File: src/rtl/cfgx_pkg.sv
package cfgx_pkg;

   localparam int unsigned CFG_TYPE_W = 3;
   localparam logic [CFG_TYPE_W-1:0] CFG_TYPE0 = 3'h4;
   localparam logic [CFG_TYPE_W-1:0] CFG_TYPE1 = 3'h5;

   typedef enum logic [1:0] {
      DISP_ACCESS = 2'd0,
      DISP_ONES   = 2'd1,
      DISP_ERROR  = 2'd2
   } disp_e;

endpackage

File: src/rtl/cfgx_filter.sv
module cfgx_filter
   import cfgx_pkg::*;
#(
   parameter int unsigned BUS_W        = 8,
   parameter int unsigned DEV_W        = 5,
   parameter bit          FILTER_EN    = 1'b1,
   parameter int unsigned ROOT_DEV_MAX = 1,
   parameter int unsigned LINK_DEV_MAX = 0
) (
   input  logic [BUS_W-1:0] bus,
   input  logic [DEV_W-1:0] dev,
   input  logic             is_write,
   output logic             reachable,
   output disp_e            disp
);

   localparam logic [DEV_W-1:0] ROOT_LIM = DEV_W'(ROOT_DEV_MAX);
   localparam logic [DEV_W-1:0] LINK_LIM = DEV_W'(LINK_DEV_MAX);
   localparam logic [BUS_W-1:0] ROOT_BUS = '0;
   localparam logic [BUS_W-1:0] LINK_BUS = BUS_W'(1);

   generate
      if (ROOT_DEV_MAX >= (1 << DEV_W)) begin : g_bad_root
         $error("cfgx_filter: ROOT_DEV_MAX does not fit DEV_W");
      end
      if (LINK_DEV_MAX >= (1 << DEV_W)) begin : g_bad_link
         $error("cfgx_filter: LINK_DEV_MAX does not fit DEV_W");
      end

      if (FILTER_EN) begin : g_topo
         logic root_miss;
         logic link_miss;
         always_comb begin
            root_miss = (bus == ROOT_BUS) && (dev > ROOT_LIM);
            link_miss = (bus == LINK_BUS) && (dev > LINK_LIM);
            reachable = !(root_miss || link_miss);
         end
      end else begin : g_open
         always_comb reachable = 1'b1;
      end
   endgenerate

   always_comb begin
      if (reachable)     disp = DISP_ACCESS;
      else if (is_write) disp = DISP_ERROR;
      else               disp = DISP_ONES;
   end

endmodule

File: src/rtl/cfgx_route.sv
module cfgx_route
   import cfgx_pkg::*;
#(
   parameter int unsigned BUS_W           = 8,
   parameter int unsigned DEV_W           = 5,
   parameter int unsigned FN_W            = 3,
   parameter int unsigned OFF_W           = 12,
   parameter int unsigned DATA_W          = 32,
   parameter int unsigned TYPE0_BUS_LIMIT = 2,
   parameter int unsigned ALIGN_BITS      = 2
) (
   input  logic [BUS_W-1:0]      bus,
   input  logic [DEV_W-1:0]      dev,
   input  logic [FN_W-1:0]       fn,
   input  logic [OFF_W-1:0]      off,
   output logic                  remote,
   output logic [CFG_TYPE_W-1:0] cfg_type,
   output logic [DATA_W-1:0]     target,
   output logic [OFF_W-1:0]      off_al
);

   localparam int unsigned SEL_W = BUS_W + DEV_W + FN_W;
   localparam int unsigned SHIFT = DATA_W - SEL_W;
   localparam logic [BUS_W-1:0] T0_LIM = BUS_W'(TYPE0_BUS_LIMIT);
   localparam logic [OFF_W-1:0] LOW_MASK = OFF_W'((1 << ALIGN_BITS) - 1);

   generate
      if (SEL_W > DATA_W) begin : g_bad_sel
         $error("cfgx_route: bus/device/function wider than target");
      end
      if (ALIGN_BITS >= OFF_W) begin : g_bad_align
         $error("cfgx_route: alignment swallows the offset");
      end
      if (TYPE0_BUS_LIMIT >= (1 << BUS_W)) begin : g_bad_lim
         $error("cfgx_route: type-0 bus limit does not fit BUS_W");
      end
   endgenerate

   logic [SEL_W-1:0] sel;

   always_comb begin
      sel      = {bus, dev, fn};
      remote   = (bus != '0);
      cfg_type = (bus < T0_LIM) ? CFG_TYPE0 : CFG_TYPE1;
      target   = '0;
      if (remote) target = DATA_W'(sel) << SHIFT;
      off_al   = off & ~LOW_MASK;
   end

endmodule

File: src/rtl/cfgx_cpl_merge.sv
module cfgx_cpl_merge #(
   parameter int unsigned DATA_W  = 32,
   parameter bit          CPL_REG = 1'b1
) (
   input  logic              clk,
   input  logic              rst_n,
   input  logic              cpl_valid,
   input  logic              cpl_err,
   input  logic [DATA_W-1:0] cpl_data,
   output logic              rd_valid,
   output logic [DATA_W-1:0] rd_data
);

   logic [DATA_W-1:0] merged;

   always_comb merged = cpl_err ? {DATA_W{1'b1}} : cpl_data;

   generate
      if (CPL_REG) begin : g_reg
         always_ff @(posedge clk) begin
            if (!rst_n) begin
               rd_valid <= 1'b0;
               rd_data  <= '0;
            end else begin
               rd_valid <= cpl_valid;
               if (cpl_valid) rd_data <= merged;
            end
         end

         // an errored completion returns all ones in the next cycle
         p_cpl_ones_r10: assert property (@(posedge clk) disable iff (!rst_n)
            (cpl_valid && cpl_err) |=> (rd_valid && (rd_data == {DATA_W{1'b1}})));

         // completion valid is delayed by exactly one cycle
         p_cpl_follow_r10: assert property (@(posedge clk) disable iff (!rst_n)
            cpl_valid |=> rd_valid);
      end else begin : g_comb
         always_comb begin
            rd_valid = cpl_valid && rst_n;
            rd_data  = rst_n ? merged : '0;
         end
      end
   endgenerate

endmodule

File: src/rtl/cfgx_xlate.sv
module cfgx_xlate
   import cfgx_pkg::*;
#(
   parameter int unsigned BUS_W           = 8,
   parameter int unsigned DEV_W           = 5,
   parameter int unsigned FN_W            = 3,
   parameter int unsigned OFF_W           = 12,
   parameter int unsigned DATA_W          = 32,
   parameter int unsigned TYPE0_BUS_LIMIT = 2,
   parameter int unsigned ROOT_DEV_MAX    = 1,
   parameter int unsigned LINK_DEV_MAX    = 0,
   parameter bit          FILTER_EN       = 1'b1,
   parameter bit          CPL_REG         = 1'b1
) (
   input  logic                  clk,
   input  logic                  rst_n,
   input  logic                  req_valid,
   input  logic                  req_write,
   input  logic [BUS_W-1:0]      req_bus,
   input  logic [DEV_W-1:0]      req_dev,
   input  logic [FN_W-1:0]       req_func,
   input  logic [OFF_W-1:0]      req_offset,
   input  logic [DATA_W-1:0]     req_wdata,
   input  logic                  cpl_valid,
   input  logic                  cpl_err,
   input  logic [DATA_W-1:0]     cpl_data,
   output logic                  rsp_valid,
   output logic                  rsp_access,
   output logic                  rsp_ones,
   output logic                  rsp_err,
   output logic                  rsp_remote,
   output logic [CFG_TYPE_W-1:0] rsp_type,
   output logic [DATA_W-1:0]     rsp_target,
   output logic [OFF_W-1:0]      rsp_offset,
   output logic [DATA_W-1:0]     rsp_wdata,
   output logic                  rd_valid,
   output logic [DATA_W-1:0]     rd_data
);

   localparam logic [BUS_W-1:0] T0_LIM   = BUS_W'(TYPE0_BUS_LIMIT);
   localparam logic [DEV_W-1:0] ROOT_LIM = DEV_W'(ROOT_DEV_MAX);
   localparam logic [OFF_W-1:0] LOW_MASK = OFF_W'(3);

   logic                  reach;
   disp_e                 disp;
   logic                  nx_remote;
   logic [CFG_TYPE_W-1:0] nx_type;
   logic [DATA_W-1:0]     nx_target;
   logic [OFF_W-1:0]      nx_offset;

   cfgx_filter #(
      .BUS_W       (BUS_W),
      .DEV_W       (DEV_W),
      .FILTER_EN   (FILTER_EN),
      .ROOT_DEV_MAX(ROOT_DEV_MAX),
      .LINK_DEV_MAX(LINK_DEV_MAX)
   ) u_filter (
      .bus      (req_bus),
      .dev      (req_dev),
      .is_write (req_write),
      .reachable(reach),
      .disp     (disp)
   );

   cfgx_route #(
      .BUS_W          (BUS_W),
      .DEV_W          (DEV_W),
      .FN_W           (FN_W),
      .OFF_W          (OFF_W),
      .DATA_W         (DATA_W),
      .TYPE0_BUS_LIMIT(TYPE0_BUS_LIMIT),
      .ALIGN_BITS     (2)
   ) u_route (
      .bus     (req_bus),
      .dev     (req_dev),
      .fn      (req_func),
      .off     (req_offset),
      .remote  (nx_remote),
      .cfg_type(nx_type),
      .target  (nx_target),
      .off_al  (nx_offset)
   );

   cfgx_cpl_merge #(
      .DATA_W (DATA_W),
      .CPL_REG(CPL_REG)
   ) u_merge (
      .clk      (clk),
      .rst_n    (rst_n),
      .cpl_valid(cpl_valid),
      .cpl_err  (cpl_err),
      .cpl_data (cpl_data),
      .rd_valid (rd_valid),
      .rd_data  (rd_data)
   );

   always_ff @(posedge clk) begin
      if (!rst_n) begin
         rsp_valid  <= 1'b0;
         rsp_access <= 1'b0;
         rsp_ones   <= 1'b0;
         rsp_err    <= 1'b0;
         rsp_remote <= 1'b0;
         rsp_type   <= '0;
         rsp_target <= '0;
         rsp_offset <= '0;
         rsp_wdata  <= '0;
      end else begin
         rsp_valid <= req_valid;
         if (req_valid) begin
            rsp_access <= (disp == DISP_ACCESS) && reach;
            rsp_ones   <= (disp == DISP_ONES);
            rsp_err    <= (disp == DISP_ERROR);
            rsp_remote <= nx_remote;
            rsp_type   <= nx_type;
            rsp_target <= nx_target;
            rsp_offset <= nx_offset;
            rsp_wdata  <= req_wdata;
         end
      end
   end

   // one response per request, one cycle later
   p_rsp_follow_r1: assert property (@(posedge clk) disable iff (!rst_n)
      req_valid |=> rsp_valid);
   p_rsp_idle_r1: assert property (@(posedge clk) disable iff (!rst_n)
      !req_valid |=> !rsp_valid);

   // a write past the root-bus device limit never proceeds
   p_write_blocked_r4: assert property (@(posedge clk) disable iff (!rst_n)
      (FILTER_EN && req_valid && req_write && (req_bus == '0) && (req_dev > ROOT_LIM))
      |=> (rsp_err && !rsp_access));

   // exactly one completion flag per response
   p_one_flag_r5: assert property (@(posedge clk) disable iff (!rst_n)
      rsp_valid |-> ($countones({rsp_access, rsp_ones, rsp_err}) == 1));

   // buses at or past the limit use type 1
   p_type1_r6: assert property (@(posedge clk) disable iff (!rst_n)
      (req_valid && (req_bus >= T0_LIM)) |=> (rsp_type == CFG_TYPE1));

   // bus 0 stays in the local window with no target
   p_local_r7: assert property (@(posedge clk) disable iff (!rst_n)
      (req_valid && (req_bus == '0)) |=> (!rsp_remote && (rsp_target == '0)));

   // offset is always word aligned
   p_offset_r9: assert property (@(posedge clk) disable iff (!rst_n)
      rsp_valid |-> ((rsp_offset & LOW_MASK) == '0));

   // fields hold while idle
   p_hold_r11: assert property (@(posedge clk) disable iff (!rst_n)
      !req_valid |=> ($stable(rsp_target) && $stable(rsp_type) && $stable(rsp_offset)));

endmodule

File: config.mk
export PLATFORM = sky130hd
export DESIGN_NAME = cfgx_xlate
export DESIGN_NICKNAME = d
export VERILOG_FILES = /design/src/rtl/cfgx_pkg.sv /design/src/rtl/cfgx_filter.sv /design/src/rtl/cfgx_route.sv /design/src/rtl/cfgx_cpl_merge.sv /design/src/rtl/cfgx_xlate.sv
export SDC_FILE = /design/constraint.sdc
export NUM_CORES = 1
export LEC_CHECK = 0
export ABC_AREA = 1
export BUFFER_PORTS_ARGS = -buffer_cell sky130_fd_sc_hd__buf_2
export CAP_MARGIN = 10
export CORE_MARGIN = 2
export CORE_UTILIZATION = 53
export CTS_BUF_LIST = sky130_fd_sc_hd__clkbuf_8
export DETAILED_ROUTE_END_ITERATION = 10
export PLACE_DENSITY = 0.93
export RECOVER_POWER = 100
export SLEW_MARGIN = 20
export SYNTH_ARGS = -nofsm -noshare
export SYNTH_HDL_FRONTEND = slang
export SYNTH_HIERARCHICAL = 1
export SYNTH_SLANG_ARGS = --single-unit
export TNS_END_PERCENT = 10
File: constraint.sdc
create_clock -name clk -period 3 [get_ports clk]
set_clock_uncertainty 0.15 [all_clocks]
set_input_delay 0.6 -clock clk [delete_from_list [all_inputs] [get_ports clk]]
set_output_delay 0.6 -clock clk [all_outputs]
set_load 0.05 [all_outputs]
Word-level counts from Yosys, hierarchy flattened:

Cells that the tools add are included.

* register bits after elaboration: 115
* latch bits: 0
* memories: 0
* memory bits (writable): 0
* input bits: 98
* ROM bits: 0
* output and inout port bits: 117

* bitwise logic cells: 0
* order comparisons: 3
* $mul: 0
* reductions and logical operators: 8
* mux-type cells: 5
* shift-type cells: 0
* div/mod/pow operators: 0
* add/subtract/negate cells: 0
* eq/ne operators: 3

Operators by type and width (count)
* $mux 32: 2
* $gt 5x1->1 const B: 2
* $eq 8x1->1 const B: 1
* $logic_not 8->1: 1
* $lt 8x2->1 const B: 1
* $reduce_bool 8->1: 1
* $mux 2: 2
* $logic_and 1x1->1: 3
* $eq 2x1->1 const B: 1
* $eq 2x2->1 const B: 1
* $logic_not 2->1: 1
* $logic_not 1->1: 1
* $logic_or 1x1->1: 1
* $mux 1: 1

Depth between registers and ports, before layout:

* depth after elaboration: 6
* gate-level depth with buffers: 10
* depth with buffers taken out: 10

Cells and area by module:

Netlist, hierarchy kept.

By module, submodules not included
* cfgx_xlate: times used 1, cells each 367, area an instance 3214.3 um^2
* cfgx_cpl_merge: times used 1, cells each 142, area an instance 1117.3 um^2
* cfgx_route: times used 1, cells each 66, area an instance 370.4 um^2
* cfgx_filter: times used 1, cells each 25, area an instance 101.3 um^2

Worst setup path before layout:

OpenSTA, ideal clock, no wires.

* path kind: input to register
* from: in req_bus[7]
* to: reg rsp_err
* slack: 1303 ps
* buffers on the path: 0
* library setup time: 117 ps
* required time: 2733 ps
* stages on the path: 8
* arrival: 1430 ps
* cells stage by stage: nor2_1 > nand2_1 > nor2_1 > nand2_1 > a21oi_1 > nor2_8 > nand2_1 > a21oi_1

* cells in the longest elaborated chain, start to end: 5

RTL lines
* from (decl): RTL line cfgx_xlate.sv:19 `input logic [BUS_W-1:0] req_bus,`
* $eq 8x1->1 / $logic_not 8->1 (equally long branches): RTL line cfgx_filter.sv:35, cfgx_filter.sv:34
* $logic_and 1x1->1, on equally long branches: RTL line cfgx_filter.sv:35, cfgx_filter.sv:34
* $logic_or 1x1->1 (*): RTL line cfgx_filter.sv:36 `reachable = !(root_miss || link_miss);`
* $mux 2 (*): RTL line cfgx_filter.sv:44 `if (reachable) disp = DISP_ACCESS;`
* net disp[0]: RTL line cfgx_xlate.sv:45 `disp_e disp;`
* $eq 2x2->1 (*): RTL line cfgx_xlate.sv:113 `rsp_err <= (disp == DISP_ERROR);`
* to (signal assigned): RTL line cfgx_xlate.sv:113
* to (decl): RTL line cfgx_xlate.sv:30 `output logic rsp_err,`

Mark *: on every way through the listed nets, which the timed path passes. The rest lies on a longest branch.
A chain may end at the register's enable or synchronous reset.

==> metrics.txt <==
Syn. warnings=6; Worst EP required=3.19 ns; total track usage=22.88%; clock-pin slew on the worst setup and hold paths=0.07 ns; CP delay by family, top=buffers and inverters; Placer Congestion=0.7659; Post-Syn Instances=600; endpoints failing hold=0; Final Critical Period=2.053 ns; Synth Area in Compound Gates=12.19%; largest net degree at the start of global routing=116; Hold Path Class=in2reg; core area=8763 um2; Worst setup SP type=input port; fraction of layout cells with a size suffix above 1=25.60%; # H-tree levels=4; total placed cells including tap cells=870; crit-path max FO=83; Max Slew Vio Count=0; Placed Instance Area=5603 um2; initial antenna violation count=0; Worst VDD drop=0.4643 mV; drt initial violations=101; Non-Filler Instances=901; Crit path arrival time=2.24 ns; Final WS setup=0.9468 ns; Worst Path Buf+Inv=2; nets@finish=879; mux cell area share after synthesis=0%; pwr dens=658.6 nW/um2; IO Port Bufs=212; Switching Share=34.04%; initial core utilization=54.81%; dpl hpwl=7730 um; Setup-failing EPs final=0; Pint=2525 uW; Slew @ Worst Pin=1.338 ns; cell row count=34; Sinks on Clock Net=117; register bit count reported by yosys=117; die width=99.20 um; DIE AREA=9841 um2; Distinct cells, synth=22; Logic pwr share=20.5%; main combinational cell family by area after synthesis=simple AND/OR/NAND/NOR gates; xor/xnor share of the synthesized area=0%; n_diodes=0; setup TNS=0 ns; Max stage delay on crit path=1.01 ns; Tcrit/Tclk final=68.44%; adder-cell share of the synthesized area=0%; # DRC=0; area delta synth->final=21.02%; clock power share=34.7%; drt wl/cell=12.54 um; vias after detailed routing=4272; RSZ-0062 raised after global routing=false; Max-cap violations=0; Leakage=0.002560 uW; final instance area=5813 um2; cts bufs inserted=17; vias in the first global route=4115; number of detailed-route iterations in the first pass=4; crit end category=register; simple-gate share of the synthesized area=25.81%; CTS resizes=0; first-pass GRT wire length=18230 um; number of I/O pins=215; Post-Syn Area=4803 um2; power share of the sequential group=44.8%; Max Freq=487.0 MHz; crit-path cells=clkbuf_1, clkbuf_2, o21ai_0, nor2_1; sequential share of the synthesized area=48.76%; relative slew slack=10.83%; CP max stage cell=clkbuf_2; outcome=completed; Vias per Instance=4.741; CTS Root Buffer Type=clkbuf_8; Switch Pwr=1303 uW; die extent in y=99.20 um; Post-CTS Setup Bufs=0; Crit Path Class=in2reg; Bufs on Longest Clock Path=2; pre-CTS setup slack=1.018 ns; Mapped Avg Cell Area=8.006 um2; worst skew pair latency=0.40 ns; gr ovfl total=0; WL final=11300 um; hold buffer count at CTS=0; post-route ant nets=0; CTS tree=done
-- cell families after synthesis --
group                  count (synthesis)
other                                  2
buffers and inverters                 95
AOI/OAI and AO/OA                    117
and+or+nand+nor                      269
DFF                                  117
-- area by class of cell --
cell class                      count  area (um2)
Tap cell                          108       135.1
Sequential cell                   117        2342
Inverter                           21       81.33
Timing Repair Buffer              218       985.9
Clock buffer                       19       261.5
Clock inverter                     12       106.4
Fill cell                         794        2950
Multi-Input combinational cell    406        1901
-- cell usage after synthesis --
master / n / area (um2)
inv_1: 20 / 75.07
nor2_4: 4 / 45.04
clkbuf_2: 2 / 10.01
buf_2: 13 / 65.06
nor2_1: 172 / 645.6
nand3b_1: 1 / 7.510
o21ai_1: 5 / 25.02
nand2_1: 17 / 63.81
inv_4: 1 / 6.260
dfxtp_1: 117 / 2342
a21oi_1: 4 / 20.02
buf_12: 8 / 160.2
buf_1: 1 / 3.750
nor3_1: 2 / 10.01
conb_1: 2 / 7.510
nor2_8: 1 / 20.02
buf_6: 1 / 11.26
clkbuf_1: 19 / 71.32
buf_4: 30 / 225.2
nand3_1: 2 / 10.01
nor2_2: 70 / 437.9
o21ai_0: 108 / 540.5
-- worst register-to-register path: stages (launching register included) --
cell and delay, ns:
dfxtp_1 0.32, o21ai_0 0.20, nor2_1 0.09
-- layer usage --
| layer | track usage [%] | part of all wire, % | up-vias |
|---|---|---|---|
| met5 | 0 | 0 | - |
| met2 | 39.14 | 48 | 169 |
| met1 | 26.39 | 42 | 1906 |
| met3 | 8.784 | 8.8 | 11 |
| met4 | 7.482 | 1.3 | 0 |
| li1 | - | - | 2186 |
-- flip-flops by register name, indices dropped and copies added (netlist names) --
register	cells
u_merge/rd_valid	1
rsp_target	32
rsp_valid	1
rsp_access	1
rsp_remote	1
rsp_offset	12
rsp_ones	1
rsp_type	3
rsp_err	1
rsp_wdata	32
u_merge/rd_data	32
-- per-stage QoR --
step	power [uW]	utilization, %	hold slack [ns]
floorplan	2388	-	0.5335
global placement	2547	63.93	0.3014
detailed placement	2563	63.93	0.3027
CTS	3895	68.13	0.2125
global route	3993	66.33	0.2147
finish	3829	66.33	0.2488
-- cells in the final DEF (no fill, tap or decap), types with 17 or more instances in the layout --
master    count
o21ai_0     109
dfxtp_1     117
clkbuf_8     19
clkbuf_1    122
inv_1        20
nand2_1      17
conb_1       20
buf_2        91
nor2_2       70
nor2_1      172
-- final timing paths --
kind	start	end	slack, ns	cells after the start
setup / recovery	req_valid	rsp_offset[0]	0.95	4
hold / removal	cpl_data[4]	u_merge/rd_data[4]	0.25	3
setup reg to reg	u_merge/rd_data[17]	u_merge/rd_data[17]	2.13	2
hold reg to reg	rsp_err	rsp_err	0.31	2
-- power groups by stage --
| stage | Clock [uW] | Combinational (uW) | Sequential (uW) |
|---|---|---|---|
| detailed placement | 0 | 819 | 1740 |
| global route | 1430 | 839 | 1730 |
| finish | 1330 | 785 | 1710 |
| floorplan | 0 | 259 | 2130 |
| CTS | 1360 | 821 | 1710 |
| global placement | 0 | 809 | 1740 |
No activity file was read; power rests on OpenSTA's default activity.
